## src/rtl/uart_framer.sv

```systemverilog
module uart_framer #(
  parameter int BRK_BITS = 10
) (
  input  logic       clk,
  input  logic       rst_n,
  input  logic       bit_tick,
  input  logic [8:0] tx_data,
  input  logic       tx_load,
  output logic       tx_busy,
  output logic       txd,
  input  logic       rx_pin,
  input  logic [1:0] fmt,
  input  logic       par_en,
  input  logic [1:0] par_sel,
  input  logic       brk_send,
  input  logic [1:0] mode,
  input  logic       brk_clr,
  output logic [8:0] rx_data,
  output logic       rx_valid,
  output logic       par_err,
  output logic       frm_err,
  output logic       brk_det
);
  localparam int CW = $clog2(BRK_BITS + 1);

  function automatic logic [3:0] width_of(input logic [1:0] f);
    case (f)
      2'b00:   return 4'd7;
      2'b10:   return 4'd9;
      default: return 4'd8;
    endcase
  endfunction

  wire [3:0] cfg_n  = width_of(fmt);
  wire       cfg_pa = par_en && (par_sel == 2'b01 || par_sel == 2'b10) &&
                      fmt != 2'b10 && mode == 2'b00;
  wire       cfg_odd = (par_sel == 2'b01);

  // transmitter
  logic [10:0] tx_sh;
  logic [3:0]  tx_cnt;
  logic        tx_line, brk_q;
  logic [10:0] tx_frame;

  wire [8:0] tx_dm = tx_data & ((9'd1 << cfg_n) - 9'd1);
  wire       tx_pb = ^tx_dm ^ cfg_odd;
  wire [3:0] tx_len = cfg_n + 4'd2 + {3'b0, cfg_pa};

  always_comb begin
    tx_frame = {1'b0, tx_dm, 1'b0};
    if (cfg_pa) tx_frame = tx_frame | (11'(tx_pb) << (cfg_n + 4'd1));
    tx_frame = tx_frame | (11'd1 << (cfg_n + 4'd1 + {3'b0, cfg_pa}));
  end

  always_ff @(posedge clk or negedge rst_n) begin
    if (!rst_n) begin
      tx_sh <= '0; tx_cnt <= '0; tx_line <= 1'b1; brk_q <= 1'b0;
    end else begin
      brk_q <= brk_send;
      if (tx_load && tx_cnt == 4'd0) begin
        tx_sh  <= tx_frame;
        tx_cnt <= tx_len;
      end else if (bit_tick && tx_cnt != 4'd0) begin
        tx_line <= tx_sh[0];
        tx_sh   <= tx_sh >> 1;
        tx_cnt  <= tx_cnt - 4'd1;
      end
    end
  end

  assign tx_busy = (tx_cnt != 4'd0);
  assign txd     = tx_line & ~brk_q;

  // receiver
  typedef enum logic [2:0] {RX_IDLE, RX_DATA, RX_PAR, RX_STOP, RX_HOLD} rx_st_t;
  rx_st_t      rx_st;
  logic [3:0]  rx_idx, rx_n;
  logic        rx_pa, rx_odd, rx_pbit;
  logic [8:0]  rx_buf;
  logic [CW-1:0] brk_cnt;

  wire rx_in = (mode == 2'b01) ? txd : rx_pin;

  always_ff @(posedge clk or negedge rst_n) begin
    if (!rst_n) begin
      rx_st <= RX_IDLE; rx_idx <= '0; rx_n <= 4'd8; rx_pa <= 1'b0;
      rx_odd <= 1'b0; rx_pbit <= 1'b0; rx_buf <= '0; brk_cnt <= '0;
      rx_data <= '0; rx_valid <= 1'b0; par_err <= 1'b0; frm_err <= 1'b0;
      brk_det <= 1'b0;
    end else begin
      rx_valid <= 1'b0;
      if (brk_clr && rx_in) brk_det <= 1'b0;
      if (bit_tick) begin
        case (rx_st)
          RX_IDLE: if (!rx_in) begin
            rx_st <= RX_DATA; rx_idx <= '0; rx_buf <= '0;
            rx_n <= cfg_n; rx_pa <= cfg_pa; rx_odd <= cfg_odd;
          end
          RX_DATA: begin
            rx_buf <= rx_buf | (9'(rx_in) << rx_idx);
            rx_idx <= rx_idx + 4'd1;
            if (rx_idx == rx_n - 4'd1) rx_st <= rx_pa ? RX_PAR : RX_STOP;
          end
          RX_PAR: begin
            rx_pbit <= rx_in;
            rx_st   <= RX_STOP;
          end
          RX_STOP: begin
            rx_valid <= 1'b1;
            rx_data  <= rx_buf;
            par_err  <= rx_pa && (rx_pbit != (^rx_buf ^ rx_odd));
            frm_err  <= !rx_in;
            brk_cnt  <= '0;
            rx_st    <= rx_in ? RX_IDLE : RX_HOLD;
          end
          default: begin
            if (rx_in) begin
              rx_st   <= RX_IDLE;
              brk_cnt <= '0;
            end else if (brk_cnt != CW'(BRK_BITS)) begin
              brk_cnt <= brk_cnt + 1'b1;
              if (brk_cnt == CW'(BRK_BITS - 1)) brk_det <= 1'b1;
            end
          end
        endcase
      end
    end
  end

  AST_BRK_FORCES_LOW: assert property (@(posedge clk) disable iff (!rst_n)
    brk_send |=> !txd);
  AST_BUSY_HOLDS: assert property (@(posedge clk) disable iff (!rst_n)
    tx_busy && !bit_tick |=> tx_busy);
  AST_VALID_ONE_CYCLE: assert property (@(posedge clk) disable iff (!rst_n)
    rx_valid |=> !rx_valid);
  AST_NO_PAR_NINE: assert property (@(posedge clk) disable iff (!rst_n)
    rx_valid && rx_n == 4'd9 |-> !par_err);
  AST_BRK_NEEDS_FE: assert property (@(posedge clk) disable iff (!rst_n)
    $rose(brk_det) |-> frm_err);
  AST_BRK_STICKY: assert property (@(posedge clk) disable iff (!rst_n)
    brk_det && !rx_in |=> brk_det);
endmodule

```

## config.mk

```make
export PLATFORM = sky130hd
export DESIGN_NAME = uart_framer
export DESIGN_NICKNAME = d
export VERILOG_FILES = /design/src/rtl/uart_framer.sv
export SDC_FILE = /design/constraint.sdc
export NUM_CORES = 1
export LEC_CHECK = 0
export BUFFER_PORTS_ARGS = -buffer_cell sky130_fd_sc_hd__buf_2
export CORE_MARGIN = 1.5
export CORE_UTILIZATION = 40
export CTS_CLUSTER_SIZE = 25
export DETAILED_ROUTE_END_ITERATION = 8
export SETUP_SLACK_MARGIN = 0.15
export SLEW_MARGIN = 20
export SYNTH_ARGS = -nofsm -noshare
export SYNTH_HDL_FRONTEND = slang
export SYNTH_SLANG_ARGS = --single-unit
```

## constraint.sdc

```tcl
create_clock -name clk -period 2.8 [get_ports clk]
set_input_delay 0.56 -clock clk [delete_from_list [all_inputs] [get_ports clk]]
set_output_delay 0.56 -clock clk [all_outputs]
set_load 0.02 [all_outputs]
```

==> results summary, run 1 <==
The power consumption is between 3000 and 4000 uW. The count of pins over their slew limit was 0. The sum of routed wire length over all layers is 5866 um. The critical path arrival is 2.61 ns.

Counting instances in the post-synthesis netlist gives the leading cell types as sky130_fd_sc_hd__dfrtp_1, sky130_fd_sc_hd__nand2_1, sky130_fd_sc_hd__o21ai_0. The post-route clock period utilization is 83.71%. The global route total overflow is 0. The initial antenna violation count is 0. The TritonCTS clock tree is yes. The count of flip-flops with a built-in enable after synthesis is 0. The post-synthesis cell count came out at 291. The number of cells upsized or downsized after cts is 0. The share of synthesized cell area in full adder, half adder and majority cells came out at 5.439%.

The number of clock sinks seen by CTS came out at 56. Among all flip-flop cells after synthesis, the most frequent one is sky130_fd_sc_hd__dfrtp_1. The maximum clock frequency is 426.6 MHz. The detailed router placed roughly 2.2k vias in this run.

In this run, placement finished with an instance count of 416. The minimum clock period after layout came out at between 2 and 2.5 ns. The count of antenna-violating nets left after detailed routing came out at 0. After Yosys synthesis, XOR and XNOR cells account for 8.075% of the synthesized area. Of the synthesized area, sequential elements account for between 40% and 50%. The number of vias per cell came out at 5.144.

The worst hold slack across all endpoints is 0.2831 ns. The overall die area is 8004 um2. The number of H-tree branching levels came out at 2.

The share of layout cells above drive strength 1 came out at 20.31%. The routability congestion estimate came out at 0.7918. The first-pass GRT wire length is 9956 um. Clock skew on the completed layout was measured at ~0.019 ns.

The worst setup path is launched from a flip-flop. The most common cell in the synthesized netlist is sky130_fd_sc_hd__dfrtp_1. The count of non-filler cells in the finished layout came out at 424. The number of maximum-capacitance constraint violations is 0. After clock tree synthesis, the setup repair step added 0 buffers. The longest clock path from root to sink contains 2 buffers. The initial utilization of the core area, before any placement, comes to roughly two fifths. The maximum fanout along the worst path came out at 12. At the pin with the least slew margin, the transition time is 0.9946 ns. For the worst-skew pair, the clock arrives at the later sink with an insertion delay of 0.32 ns.

The number of nets in the finished design is 360. In this run the worst hold path is classified as in2async. The chip width came out at 89.47 um. The y dimension of the die is 89.47 um. After synthesis, the cell types taking the most area are sky130_fd_sc_hd__dfrtp_1, sky130_fd_sc_hd__ha_1, sky130_fd_sc_hd__xnor2_1. Across the VDD grid, the largest voltage drop is 402.5 uV. 38 I/O pins were placed. The maximum number of pins on one net before global-route repair is 33. The initialized floorplan defines 31 standard-cell rows. Setup repair after global routing left no endpoint under its margin.

The endpoint required time on the critical path came out at 3.06 ns. The flow ran to the end, and the final reports show no timing, DRC or antenna violations. The synthesized area divided by synthesized cell count is ~10 um2.

The number of distinct library cell variants in the gate-level netlist after synthesis came out at 51. The leakage power is 0.001646 uW. The simple-gate share of the synthesized area is 14.60%. Global routing used 15.99% of the available tracks. The number of diodes added for antenna fixing is 0. The final routed wire length divided by cell count came out at roughly 14 um. The synthesis-stage register bit count came out at 56. The cell type contributing the most total cell area after synthesis is sky130_fd_sc_hd__dfrtp_1. The worst setup path is captured at a flip-flop. The floorplan step defined a core boundary enclosing 7253 um2. The number of buffers inserted during clock tree synthesis came out at 5. The remaining routing DRC violations is 0.

The placed wire-length estimate came out at 4235 um. In this run the power density over the cells is 938.7 nW/um2. The count of warnings emitted by yosys is 0. The setup-violating endpoint count in the final report is 0. The relative max-transition margin is between 30% and 40%. The critical path in this run is classified as reg2reg. Buffers inserted to repair hold after CTS numbered 0.

The count of TritonRoute iterations in the first routing pass came out at 4. After synthesis, the largest family of logic cells by area is compound AO/OA/AOI/OAI gates. The post-route setup TNS is 0 ns. The cell area that synthesis handed to floorplanning was 2990 um2. After clock tree synthesis, the clock-pin slew on the worst setup and hold paths is 0.11 ns. The via count of the first global-routing pass is about 2.2k. The library cell used as clock root buffer is sky130_fd_sc_hd__clkbuf_8.

The final hold violation count was 0. In this run the biggest area consumer among cell types represents a little under half of the synthesized area. Of the post-synthesis cell area, the part taken by muxes is under 10%. During placement, the flow inserted port buffers numbering 37.

The fraction of synthesis flops using an asynchronous set or reset pin is between 90% and 100%. The post-synthesis compound-gate area fraction came out at between 10% and 20%. The synthesis-to-finish area growth came out at 11.80%. The count of routing violations after the opening detailed-route iteration is 97.
-- placed cells by master (no fill, tap or decap), types with 3 or more instances in the layout --
cell type / synthesis / routed
sky130_fd_sc_hd__nor3b_1: 3 / 3
sky130_fd_sc_hd__mux2_2: 10 / 10
sky130_fd_sc_hd__inv_1: 14 / 14
sky130_fd_sc_hd__and3_1: 5 / 5
sky130_fd_sc_hd__clkbuf_8: 0 / 5
sky130_fd_sc_hd__ha_1: 13 / 13
sky130_fd_sc_hd__nor3_1: 4 / 4
sky130_fd_sc_hd__nand2_1: 39 / 39
sky130_fd_sc_hd__a31oi_1: 5 / 5
sky130_fd_sc_hd__buf_2: 5 / 37
sky130_fd_sc_hd__o22ai_1: 3 / 3
sky130_fd_sc_hd__xor2_1: 8 / 8
sky130_fd_sc_hd__a22o_1: 8 / 8
sky130_fd_sc_hd__o21ai_0: 18 / 18
sky130_fd_sc_hd__nor2_1: 13 / 13
sky130_fd_sc_hd__a21oi_1: 10 / 10
sky130_fd_sc_hd__xnor2_1: 17 / 17
sky130_fd_sc_hd__buf_4: 2 / 3
sky130_fd_sc_hd__mux2i_1: 3 / 3
sky130_fd_sc_hd__a22oi_1: 5 / 5
sky130_fd_sc_hd__a32o_1: 3 / 3
sky130_fd_sc_hd__dfrtp_1: 54 / 54
sky130_fd_sc_hd__nand3_1: 5 / 5
-- per-layer routing --
metal | GRT usage [%] | vias up | routed length (um)
met2 | 27.55 | 29 | 2786
met5 | 0 | - | 0
li1 | - | 1085 | -
met3 | 2.770 | 5 | 138
met4 | 3.776 | 0 | 48
met1 | 20.96 | 1062 | 2894
-- final cells by class --
class                   count  area, um2
multi-input cells         207       1460
clock inverters             3      26.28
fillers                   716       3910
well taps                  99      123.9
flip-flops and latches     56       1404
clock buffers               5      68.82
repair buffers             40      207.7
inverters                  14      52.55
-- path summary, 6_finish.rpt --
path,start,end,slack [ns],cells after the start
max,tx_cnt[0]$_DFFE_PN0P_,tx_sh[9]$_DFFE_PN0P_,0.46,7
min,rst_n,rx_buf[7]$_DFFE_PN0P_,0.28,1
max reg2reg,tx_cnt[0]$_DFFE_PN0P_,tx_sh[9]$_DFFE_PN0P_,0.46,7
min reg2reg,tx_line$_DFFE_PN1P_,tx_line$_DFFE_PN1P_,0.47,2
max in group asynchronous,rst_n,tx_line$_DFFE_PN1P_,1.77,2
min in group clk,brk_send,brk_q$_DFF_PN0_,0.35,1
-- flip-flops by register name (all words and copies together) (netlist names), 3 cells and up --
| signal | flops |
|---|---|
| rx_data | 9 |
| brk_cnt | 4 |
| rx_buf | 9 |
| tx_cnt | 4 |
| rx_st | 3 |
| rx_idx | 4 |
| tx_sh | 11 |
| rx_n | 3 |
-- worst max-delay path, cell delays in order (launching register included) --
cell and delay (ns):
sky130_fd_sc_hd__dfrtp_1 0.40, sky130_fd_sc_hd__inv_1 0.10, sky130_fd_sc_hd__ha_1 0.19, sky130_fd_sc_hd__or3b_1 0.43, sky130_fd_sc_hd__mux2i_1 0.79, sky130_fd_sc_hd__a22oi_1 0.13
sky130_fd_sc_hd__o21ai_0 0.13, sky130_fd_sc_hd__a41o_1 0.11
-- through the flow --
stage	util, %	setup WS, ns	cell area [um2]
after floorplan	-	0.4901	2994
after global placement	44.78	0.2527	3248
after detailed placement	44.78	0.2018	3248
after CTS	46.09	0.4641	3343
after global routing	46.09	0.2780	3343
final	46.09	0.4561	3343
-- power by group --
group	switching [uW]	internal [uW]
clock network	284	183
registers	290	1110
logic	650	617
total	1220	1910
-- logic make-up (layout without fill, tap and decap cells) --
logic type,count (synthesis),count (layout)
AND/OR/NAND/NOR,86,86
XOR/XNOR,26,26
flip-flops,56,56
multiplexers,14,14
buffers and inverters,29,62
other,1,2
adder cells (fa/ha/maj),13,13
AO/OA/AOI/OAI,66,66
(Power assumes the default switching activity.)
==> run 2, diff against run 1 <==
- ABC_AREA: not set -> 1
- clock period: 2.8 -> 2 ns (I/O delays scaled with it)
==> run 2 against run 1 <==
Against the previous run: via count grew 23%; die area grew 5.4%; cell area grew 8.1%; area after synthesis grew 5.6%; first-iteration DRC count grew 31%; clock power grew 62%; combinational power grew 63%; count of clock-buffer cells in the layout is the same; highest routed layer unchanged.
==> results summary, run 2 <==
The y dimension of the die was 91.87 um (was 89.47 um). The setup-violating endpoint count in the final report came out at 0 (unchanged). The clock skew after layout was 0.005216 ns (was 0.01850 ns). The overall track demand over capacity in global routing is 16.35% (was 15.99%). The sum of routed wire length over all layers is 6365 um (was 5866 um). List of most frequent post-synthesis cells: sky130_fd_sc_hd__nand2_1, sky130_fd_sc_hd__inv_1, sky130_fd_sc_hd__dfrtp_1 (was sky130_fd_sc_hd__dfrtp_1, sky130_fd_sc_hd__nand2_1, sky130_fd_sc_hd__o21ai_0). The count of antenna-violating nets left after detailed routing is 0 (unchanged). The main flop type after synthesis is sky130_fd_sc_hd__dfrtp_1 (unchanged). The initial antenna violation count is 0 (unchanged). The total buffers and inverters traversed by the critical path was 1 (unchanged). The via count of the routed design came out at 2681 (was 2181). The portion of synthesized cell area occupied by the leading cell type was 42.77% (was 45.19%).

The count of buffers added by post-CTS timing repair for setup is 0 (unchanged). The register name with the most flops is tx_sh (unchanged). The maximum number of pins on one net before global-route repair came out at 57 (was 33). The chip width came out at 91.87 um (was 89.47 um). The total power divided by cell area is 1297 nW/um2 (was 938.7 nW/um2).

The source of the critical timing path is rx_n[0]$_DFFE_PN0P_ (was tx_cnt[0]$_DFFE_PN0P_). The minimum clock period after layout was 1.664 ns (was 2.344 ns). The number of buffers inserted during clock tree synthesis is 5 (unchanged).

The global-route track usage on met3 came out at 2.488% (was 2.770%). Setup repair after global routing missed its margin: false (unchanged). The number of distinct library cell variants in the gate-level netlist after synthesis is 37 (was 51).

The netlist area before placement was 3159 um2 (was 2990 um2). The number of H-tree branching levels was 2 (unchanged). The worst hold slack across all endpoints came out at 0.05458 ns (was 0.2831 ns). The power consumption came out at 4690 uW (was 3138 uW).

The largest stage delay on the critical path is 0.39 ns (was 0.79 ns). The post-synthesis sequential area ratio is 44.44% (was 46.95%). The final hold violation count came out at 0 (unchanged). The number of maximum-capacitance constraint violations came out at 0 (unchanged). The count of non-filler cells in the finished layout came out at 561 (was 424). The placed cell count came out at 553 (was 416). The most frequent cell after synthesis is sky130_fd_sc_hd__nand2_1 (was sky130_fd_sc_hd__dfrtp_1). Most used cells in the layout excluding fill and tap cells: sky130_fd_sc_hd__nand2_1, sky130_fd_sc_hd__inv_1, sky130_fd_sc_hd__dfrtp_1, sky130_fd_sc_hd__buf_2, sky130_fd_sc_hd__nand3_1 (was sky130_fd_sc_hd__dfrtp_1, sky130_fd_sc_hd__nand2_1, sky130_fd_sc_hd__buf_2, sky130_fd_sc_hd__o21ai_0, sky130_fd_sc_hd__xnor2_1). The count of routing violations after the opening detailed-route iteration was 127 (was 97).

The clock-pin slew on the worst setup and hold paths was 0.10 ns (was 0.11 ns). The placeable core area came out at 7687 um2 (was 7253 um2). The type of element launching the critical path is a flip-flop (unchanged). The critical path's slowest cell is sky130_fd_sc_hd__dfrtp_1 (was sky130_fd_sc_hd__mux2i_1).

Status: finished, final reports clean (unchanged). The number of diodes added for antenna fixing came out at 0 (unchanged). The flip-flop count of the largest register after layout came out at 11 (unchanged). The routability congestion estimate came out at 0.8416 (was 0.7918). The met2 track demand over resource in global routing came out at 27.35% (was 27.55%). The maximum buffer depth of the clock tree is 2 (unchanged). The leading cell type in the layout, fill and taps excluded is sky130_fd_sc_hd__nand2_1 (was sky130_fd_sc_hd__dfrtp_1). The cell type contributing the most total cell area after synthesis is sky130_fd_sc_hd__dfrtp_1 (unchanged). The synthesis-stage register bit count is 56 (unchanged).

The global route total overflow is 0 (unchanged). The number of vias per cell came out at 4.779 (was 5.144). Largest registers: tx_sh (11), rx_buf (9), rx_data (9) (unchanged). The insertion delay of the later-clocked pin in the worst-skew pair came to 0.31 ns (was 0.32 ns).

The share of layout cells above drive strength 1 is 16.12% (was 20.31%). The number of clock sinks seen by CTS was 56 (unchanged). The most crowded layer after global routing is met2 (unchanged). The number of nets in the finished design was 494 (was 360). The critical path arrival came to 1.87 ns (was 2.61 ns). The first-pass GRT wire length was 11250 um (was 9956 um).

The total number of placement rows came to 32 (was 31). The post-route clock period utilization is 83.20% (was 83.71%). The worst setup timing slack at the placement stage came out at -0.07539 ns (was 0.2018 ns). The endpoint required time on the critical path came out at 2.20 ns (was 3.06 ns). The critical setup path kind is reg2reg (unchanged).

The placed wire-length estimate came to 4855 um (was 4235 um). The maximum clock frequency came out at 601.0 MHz (was 426.6 MHz). The fraction of synthesis flops using an asynchronous set or reset pin came out at 100.0% (unchanged). The count of warnings emitted by yosys came out at 0 (unchanged). Series of cell instances along the critical path: inv_1 > ha_1 > xor2_1 > o21ai_1 > nor2_1 > nand3_1 > nand2_1 > nand3_1 > nand2_1 > o21ai_1 (was inv_1 > ha_1 > or3b_1 > mux2i_1 > a22oi_1 > o21ai_0 > a41o_1).

The global routing met1 resource utilization is 22.10% (was 20.96%). The synthesized area divided by synthesized cell count came to 7.650 um2 (was 10.28 um2). The count of TritonRoute iterations in the first routing pass came out at 4 (unchanged). The category of the worst setup path capture point was a flip-flop (unchanged).

The count of buffers from port buffering came to 37 (unchanged). The post-route setup TNS came out at 0 ns (unchanged). The critical path's top delay family is simple AND/OR/NAND/NOR gates (was multiplexers). The count of pins over their slew limit is 0 (unchanged). The peak supply drop is 374.0 uV (was 402.5 uV). The starting density of the core came to 41.10% (was 41.23%). The maximum fanout along the worst path was 4 (was 12). The count of flip-flops with a built-in enable after synthesis is 0 (unchanged). The via count of the first global-routing pass is 2522 (was 2219). The boundary pin count came out at 38 (unchanged). Top cells by area, synth: sky130_fd_sc_hd__dfrtp_1, sky130_fd_sc_hd__nand2_1, sky130_fd_sc_hd__inv_1 (was sky130_fd_sc_hd__dfrtp_1, sky130_fd_sc_hd__ha_1, sky130_fd_sc_hd__xnor2_1). The leakage power came out at 0.001864 uW (was 0.001646 uW). The worst min-delay path category was in2async (unchanged).

The library cell used as clock root buffer is sky130_fd_sc_hd__clkbuf_8 (unchanged). The final routed wire length divided by cell count was 11.35 um (was 13.83 um). The synthesis-to-finish area growth came to 14.42% (was 11.80%). The reg-to-reg critical path startpoint is rx_n[0]$_DFFE_PN0P_ (was tx_cnt[0]$_DFFE_PN0P_). The TritonCTS clock tree is yes (unchanged).

The overall die area came to 8440 um2 (was 8004 um2). The post-synthesis cell count is 413 (was 291). The remaining routing DRC violations came to 0 (unchanged). The number of hold buffers added after CTS was 0 (unchanged). The final setup slack of the worst path came out at 0.3360 ns (was 0.4561 ns).
==> run 2: final timing paths <==
path	slack [ns]	endpoint	depth (start not counted)
setup / recovery	0.34	rx_st[2]$_DFFE_PN0P_	10
hold / removal	0.05	rx_data[6]$_DFFE_PN0P_	2
setup reg to reg	0.34	rx_st[2]$_DFFE_PN0P_	10
hold reg to reg	0.48	rx_n[3]$_DFFE_PN1P_	2
max in group asynchronous	1.62	rx_n[3]$_DFFE_PN1P_	2
min in group clk	0.19	brk_q$_DFF_PN0_	1
==> run 2: what timing repair did <==
item | CTS | global route
hold endpoints to repair | 0 | 0
gates resized for setup | 0 | 1
setup endpoints to repair | 0 | 3
==> run 2: cell families after synthesis <==
logic type	count (synthesis)	share of synthesized area (%)
compound gates	61	11.33
xor+xnor	7	1.941
fa+ha+maj	13	5.149
buf+inv	79	9.901
flops	56	44.44
other cells	1	0.1187
simple gates	196	27.13
==> run 2: metal layers <==
metal / share of wire, % / wire (um)
met1: 50 / 3185
met2: 46 / 2905
met3: 3.2 / 205
met4: 1.1 / 69
met5: 0 / 0
==> run 2: through the flow <==
| stage | utilization, % | instance area [um2] |
|---|---|---|
| after detailed placement | 45.51 | 3498 |
| after floorplan | - | 3163 |
| after global placement | 45.51 | 3498 |
| final | 47.02 | 3615 |
| after global routing | 47.02 | 3615 |
| after CTS | 46.96 | 3610 |
==> run 2: final cells by class <==
class                      count  area [um2]
clock buffer                   5       68.82
clock inverter                 3       42.54
fill                         786        4073
inverter                      72       270.3
multi-input combinational    279        1451
sequential                    56        1404
tap                          102       127.6
timing repair buffer          44       250.2
==> run 2: where the power goes <==
group          switching, uW  leakage [uW]  internal (uW)  total [uW]
sequential               278      0.000732           1580        1860
combinational           1310       0.00108            764        2070
clock                    386     0.0000541            371         757
total                   1970       0.00186           2720        4690
